<file path="config.mk">
export PLATFORM = sky130hd
export DESIGN_NAME = line_iface_ctl
export DESIGN_NICKNAME = d
export VERILOG_FILES = /design/src/rtl/lic_pkg.sv /design/src/rtl/lic_sync.sv /design/src/rtl/lic_shifter.sv /design/src/rtl/lic_regbank.sv /design/src/rtl/line_iface_ctl.sv
export SDC_FILE = /design/constraint.sdc
export NUM_CORES = 1
export LEC_CHECK = 0
export BUFFER_PORTS_ARGS = -buffer_cell sky130_fd_sc_hd__buf_2
export CORE_ASPECT_RATIO = 0.7
export CORE_MARGIN = 1.5
export CORE_UTILIZATION = 47
export DETAILED_ROUTE_END_ITERATION = 6
export PLACE_DENSITY = 0.72
export SYNTH_ARGS = -nofsm -noshare
export SYNTH_HDL_FRONTEND = slang
export SYNTH_SLANG_ARGS = --single-unit
</file>
<file path="constraint.sdc">
create_clock -name clk -period 1.3 [get_ports clk]
set_clock_uncertainty 0.05 [all_clocks]
set_input_delay 0.065 -clock clk [delete_from_list [all_inputs] [get_ports clk]]
set_output_delay 0.065 -clock clk [all_outputs]
set_load 0.1 [all_outputs]
</file>
<file path="src/rtl/lic_pkg.sv">
package lic_pkg;

  // Bit positions inside control register A
  localparam int unsigned A_HOOK   = 0;
  localparam int unsigned A_OUT1   = 1;
  localparam int unsigned A_OUT2   = 2;
  localparam int unsigned A_CURREG = 4;
  localparam int unsigned A_DIAL   = 5;

  // Bit positions inside control register B
  localparam int unsigned B_AGCOFF  = 0;
  localparam int unsigned B_RATIO   = 1;
  localparam int unsigned B_TXMUTE  = 2;
  localparam int unsigned B_RXMUTE  = 3;
  localparam int unsigned B_TXBOOST = 4;
  localparam int unsigned B_RXBOOST = 5;

  typedef enum logic [1:0] {
    MASK_VOLT   = 2'b00,
    MASK_CUR_LO = 2'b01,
    MASK_CUR_HI = 2'b10,
    MASK_DIAL   = 2'b11
  } mask_t;

  // Dialing wins, then current regulation split by ratio, else voltage.
  function automatic mask_t mask_decode(input logic cur_reg,
                                        input logic dial,
                                        input logic ratio_hi);
    if (dial)
      return MASK_DIAL;
    else if (cur_reg)
      return ratio_hi ? MASK_CUR_HI : MASK_CUR_LO;
    else
      return MASK_VOLT;
  endfunction

endpackage

</file>
<file path="src/rtl/lic_sync.sv">
module lic_sync #(
  parameter int unsigned W      = 3,
  parameter int unsigned STAGES = 2
) (
  input  logic         clk,
  input  logic         rst,
  input  logic [W-1:0] async_i,
  output logic [W-1:0] sync_o
);

  logic [STAGES-1:0][W-1:0] pipe_q;

  always_ff @(posedge clk or posedge rst) begin
    if (rst)
      pipe_q <= '0;
    else begin
      pipe_q[0] <= async_i;
      for (int s = 1; s < STAGES; s++)
        pipe_q[s] <= pipe_q[s-1];
    end
  end

  assign sync_o = pipe_q[STAGES-1];

endmodule

</file>
<file path="src/rtl/lic_shifter.sv">
module lic_shifter #(
  parameter int unsigned W = 8
) (
  input  logic         clk,
  input  logic         rst,
  input  logic         en_s,
  input  logic         sclk_s,
  input  logic         dat_s,
  output logic [W-1:0] shift_q,
  output logic         shift_pulse,
  output logic         commit
);

  logic en_d;
  logic sclk_d;

  always_ff @(posedge clk or posedge rst) begin
    if (rst) begin
      en_d   <= 1'b0;
      sclk_d <= 1'b0;
    end else begin
      en_d   <= en_s;
      sclk_d <= sclk_s;
    end
  end

  // A rising serial clock counts only inside an enable window.
  assign shift_pulse = en_s & sclk_s & ~sclk_d;
  // The enable falling edge hands the byte to the register bank.
  assign commit      = en_d & ~en_s;

  always_ff @(posedge clk or posedge rst) begin
    if (rst)
      shift_q <= '0;
    else if (shift_pulse)
      shift_q <= {shift_q[W-2:0], dat_s};
  end

endmodule

</file>
<file path="src/rtl/lic_regbank.sv">
module lic_regbank #(
  parameter int unsigned W      = 8,
  parameter int unsigned N_REGS = 2
) (
  input  logic                      clk,
  input  logic                      rst,
  input  logic                      commit,
  input  logic [W-1:0]              byte_i,
  output logic [N_REGS-1:0][W-1:0]  regs_q
);

  localparam int unsigned SEL_W = (N_REGS > 1) ? $clog2(N_REGS) : 1;

  logic [SEL_W-1:0] sel;
  assign sel = byte_i[W-1 -: SEL_W];

  for (genvar i = 0; i < N_REGS; i++) begin : g_reg
    always_ff @(posedge clk or posedge rst) begin
      if (rst)
        regs_q[i] <= '0;
      else if (commit && (sel == SEL_W'(i)))
        regs_q[i] <= byte_i;
    end
  end

endmodule

</file>
<file path="src/rtl/line_iface_ctl.sv">
module line_iface_ctl #(
  parameter int unsigned REG_W       = 8,
  parameter int unsigned SYNC_STAGES = 2
) (
  input  logic       clk,
  input  logic       supply_low,
  input  logic       ser_en,
  input  logic       ser_clk,
  input  logic       ser_dat,
  output logic       hook_drv,
  output logic       gp_out1,
  output logic       gp_out2,
  output logic       dial_mode,
  output logic [1:0] mask_mode,
  output logic       agc_off,
  output logic       agc_ratio_hi,
  output logic       tx_mute,
  output logic       rx_mute,
  output logic       tx_boost,
  output logic       rx_boost
);
  import lic_pkg::*;

  localparam int unsigned N_REGS = 2;
  localparam int unsigned N_SYNC = 3;

  logic [N_SYNC-1:0]             sync_w;
  logic                          en_s, sclk_s, dat_s;
  logic [REG_W-1:0]              shift_w;
  logic                          shift_pulse_w;
  logic                          commit_w;
  logic [N_REGS-1:0][REG_W-1:0]  regs_w;
  logic [REG_W-1:0]              reg_a_w, reg_b_w;
  mask_t                         mask_w;

  lic_sync #(.W(N_SYNC), .STAGES(SYNC_STAGES)) sync_i (
    .clk     (clk),
    .rst     (supply_low),
    .async_i ({ser_en, ser_clk, ser_dat}),
    .sync_o  (sync_w)
  );

  assign {en_s, sclk_s, dat_s} = sync_w;

  lic_shifter #(.W(REG_W)) shifter_i (
    .clk         (clk),
    .rst         (supply_low),
    .en_s        (en_s),
    .sclk_s      (sclk_s),
    .dat_s       (dat_s),
    .shift_q     (shift_w),
    .shift_pulse (shift_pulse_w),
    .commit      (commit_w)
  );

  lic_regbank #(.W(REG_W), .N_REGS(N_REGS)) regbank_i (
    .clk    (clk),
    .rst    (supply_low),
    .commit (commit_w),
    .byte_i (shift_w),
    .regs_q (regs_w)
  );

  assign reg_a_w = regs_w[0];
  assign reg_b_w = regs_w[1];

  assign hook_drv     = reg_a_w[A_HOOK];
  assign gp_out1      = reg_a_w[A_OUT1];
  assign gp_out2      = reg_a_w[A_OUT2];
  assign dial_mode    = reg_a_w[A_DIAL];

  assign agc_off      = reg_b_w[B_AGCOFF];
  assign agc_ratio_hi = reg_b_w[B_RATIO];
  assign tx_mute      = reg_b_w[B_TXMUTE];
  assign rx_mute      = reg_b_w[B_RXMUTE];
  assign tx_boost     = reg_b_w[B_TXBOOST];
  assign rx_boost     = reg_b_w[B_RXBOOST];

  assign mask_w    = mask_decode(reg_a_w[A_CURREG], reg_a_w[A_DIAL], reg_b_w[B_RATIO]);
  assign mask_mode = mask_w;

  logic unused_bits;
  assign unused_bits = ^{reg_a_w[REG_W-1:6], reg_a_w[3], reg_b_w[REG_W-1:6]};

endmodule

</file>
==> results.yml <==
run_status:
  status: "finished, final reports clean"
floorplanning:
  die_area_um2: 2330
  initial_utilization_pct: 51.0
  core_area_um2: 1890
  placementRows: 13
  ios: 17
  die-height_um: 40.9
  die_w_um: 57.1
grt:
  grt_pass1_vias: 471
  antenna_found_initial: 0
  gr-total-overflow: 0
  grtUsageTotal_pct: 14.2
  grt_pass1_wl_mm: 2.25
  grt_start_max_net_pins: 28
finish:
  drive_gt1_share_pct: 72.5
  nets: 86
  multi_input_area_um2: 295
  fillers: 143
  diodes: 0
  seqCellArea_um2: 689
  area_growth_pct: 28.0
critical_path:
  critPathKind: "reg -> reg"
  critPathLaunchType: "flop"
  critPathMaxStageDelay_ps: 470
  worstPathRequired_ps: 1470
  slowest_stage: "dfrtp_2"
  setup.worst_path.end_class: "flop"
  crit_family: "flip-flops"
  r2r_slack_ps: 2
  critPathMaxFanout: 5
  critPathArrivalTime_ps: 1460
  cp_num_buf_inv: 1
  worstPathCellList: "nor3b_4, buf_6, mux2_2"
logic_synthesis:
  synth_top_family_by_area: "multiplexers"
  ys_types: 7
  synth_area_leaders: "dfrtp_1 70%, mux2_2 22%, nand3b_4 2.1%"
  ys_warn_count: 0
  yosys.area_share.simple_pct: 5.20
  synthesis.nets: 58
  synthMuxAreaShare_pct: 22.2
  ys_ff_latch: 27
  syn_avg_cell_area_um2: 18.2
  yosysTopAreaCellShare_pct: 70.2
  synth-compound-area-share_pct: 1.56
  synth_xor_area_share_pct: 0
  syn_area_um2: 962
  synth_largest_area_cell: "dfrtp_1"
  synthCells: 53
  yosysSeqAreaShare_pct: 70.2
  synth_fa_ha_area_share_pct: 0
sta:
  max_freq_ghz: 0.770
  setup_viol_count_final: 0
  fin_hold_ws_ps: 270
  relSlewSlack_pct: 67.7
  rsz0062_at_grt: "true"
  period_needed_ps: 1300
  drv_slew: 0
  worst_pin_slew_ps: 487
  period_share_pct: 99.9
  finalWorstSetupSlack_ps: 1.57
  final_hold_viol_count: 0
drt:
  finalWirelength_mm: 1.41
  num_vias: 527
  drcViolationCount: 0
  drt-pass1-iter-count: 3
  wl_per_cell_um: 13.8
  viasPerCell: 5.17
  final_antenna_net_count: 0
  drt_iter0_markers: 4
cts:
  ctsRootBufferMaster: "clkbuf_4"
  tritoncts: "built"
  insertion_delay_ps: 320
  h-tree-depth: 1
  path_clk_slew_ps: 140
  cts_sinks: 27
  clockBufferDepth: 2
  cts-buffers-inserted: 3
place:
  globalplace.congestion: 0.725
  portBuffers: 16
  dp_slack_ps: 9.34
min_path:
  hold_class: "in -> async"
job:
  maxCapViolations: 0
## repair_timing
item	CTS	global route
setup buffers	0	1
hold buffers	4	0
hold endpoints to repair	30	0
pin swaps	0	3
resized for setup	3	8
setup endpoints to repair	6	9
## cell families after synthesis
family                 count (synthesis)
and+or+nand+nor                        3
muxes                                 19
AOI/OAI and AO/OA                      2
DFF                                   27
buffers and inverters                  2
## layout by cell type (no fill, tap or decap), drive strengths merged
cell type,n
dlygate4sd3,4
buf,17
mux2,19
clkinvlp,1
dfrtp,27
nor3b,1
a21o,2
nand3b,2
clkbuf,5
inv,2
## area by class of cell
class	instances	share of cell area, %
Clock buffer	3	1.83
Clock inverter	1	0.610
Inverter	2	0.610
Multi-Input combinational cell	24	24.0
Sequential cell	27	56.0
Tap cell	22	2.24
Timing Repair Buffer	23	14.7
## cell usage after synthesis (all sizes together)
cell type	number
inv	2
a21o	2
nor3b	1
nand3b	2
dfrtp	27
mux2	19
## per-stage QoR
step | area [um2] | setup TNS [ps] | std cells | utilization, %
4_1_cts | 1190 | -45.6 | 101 | 63.2
3_5_place_dp | 1110 | 0 | 93 | 59.1
3_3_place_gp | 1110 | 0 | 93 | 59.1
5_1_grt | 1230 | -106 | 102 | 65.3
6_report | 1230 | 0 | 102 | 65.3
2_1_floorplan | 977 | -23.7 | 53 | -
## flip-flops by register name, indices dropped and copies added, names as in the netlist
name / cells
regbank_i.regs_q: 11
shifter_i.en_d: 1
shifter_i.sclk_d: 1
shifter_i.shift_q: 8
sync_i.pipe_q: 3
sync_i.sync_o: 3
## path summary, 6_finish.rpt
kind	from	to	cells after the start
setup / recovery	sync_i.sync_o[2]	regbank_i.regs_q[0]	3
setup reg to reg	sync_i.sync_o[2]	regbank_i.regs_q[0]	3
min in group clk	sync_i.pipe_q[0]	sync_i.sync_o[0]	0
max in group asynchronous	supply_low	regbank_i.regs_q[12]	4
hold reg to reg	sync_i.pipe_q[0]	sync_i.sync_o[0]	0
hold / removal	supply_low	regbank_i.regs_q[10]	4
## per-layer routing
layer | track usage, % | share of wire, % | up-vias
li1 | - | - | 243
met2 | 20.4 | 45 | 18
met1 | 18.9 | 48 | 264
met4 | 5.23 | 0.92 | 0
met5 | 0 | 0 | -
met3 | 6.94 | 6.6 | 2
## tightest hold or removal path, stage by stage
cell and delay [ps]:
dlygate4sd3_1 530, buf_2 120, inv_1 40, buf_4 310
Power is not shown: default switching activity piles up to over one toggle a cycle in this logic, so the estimate is an artifact.
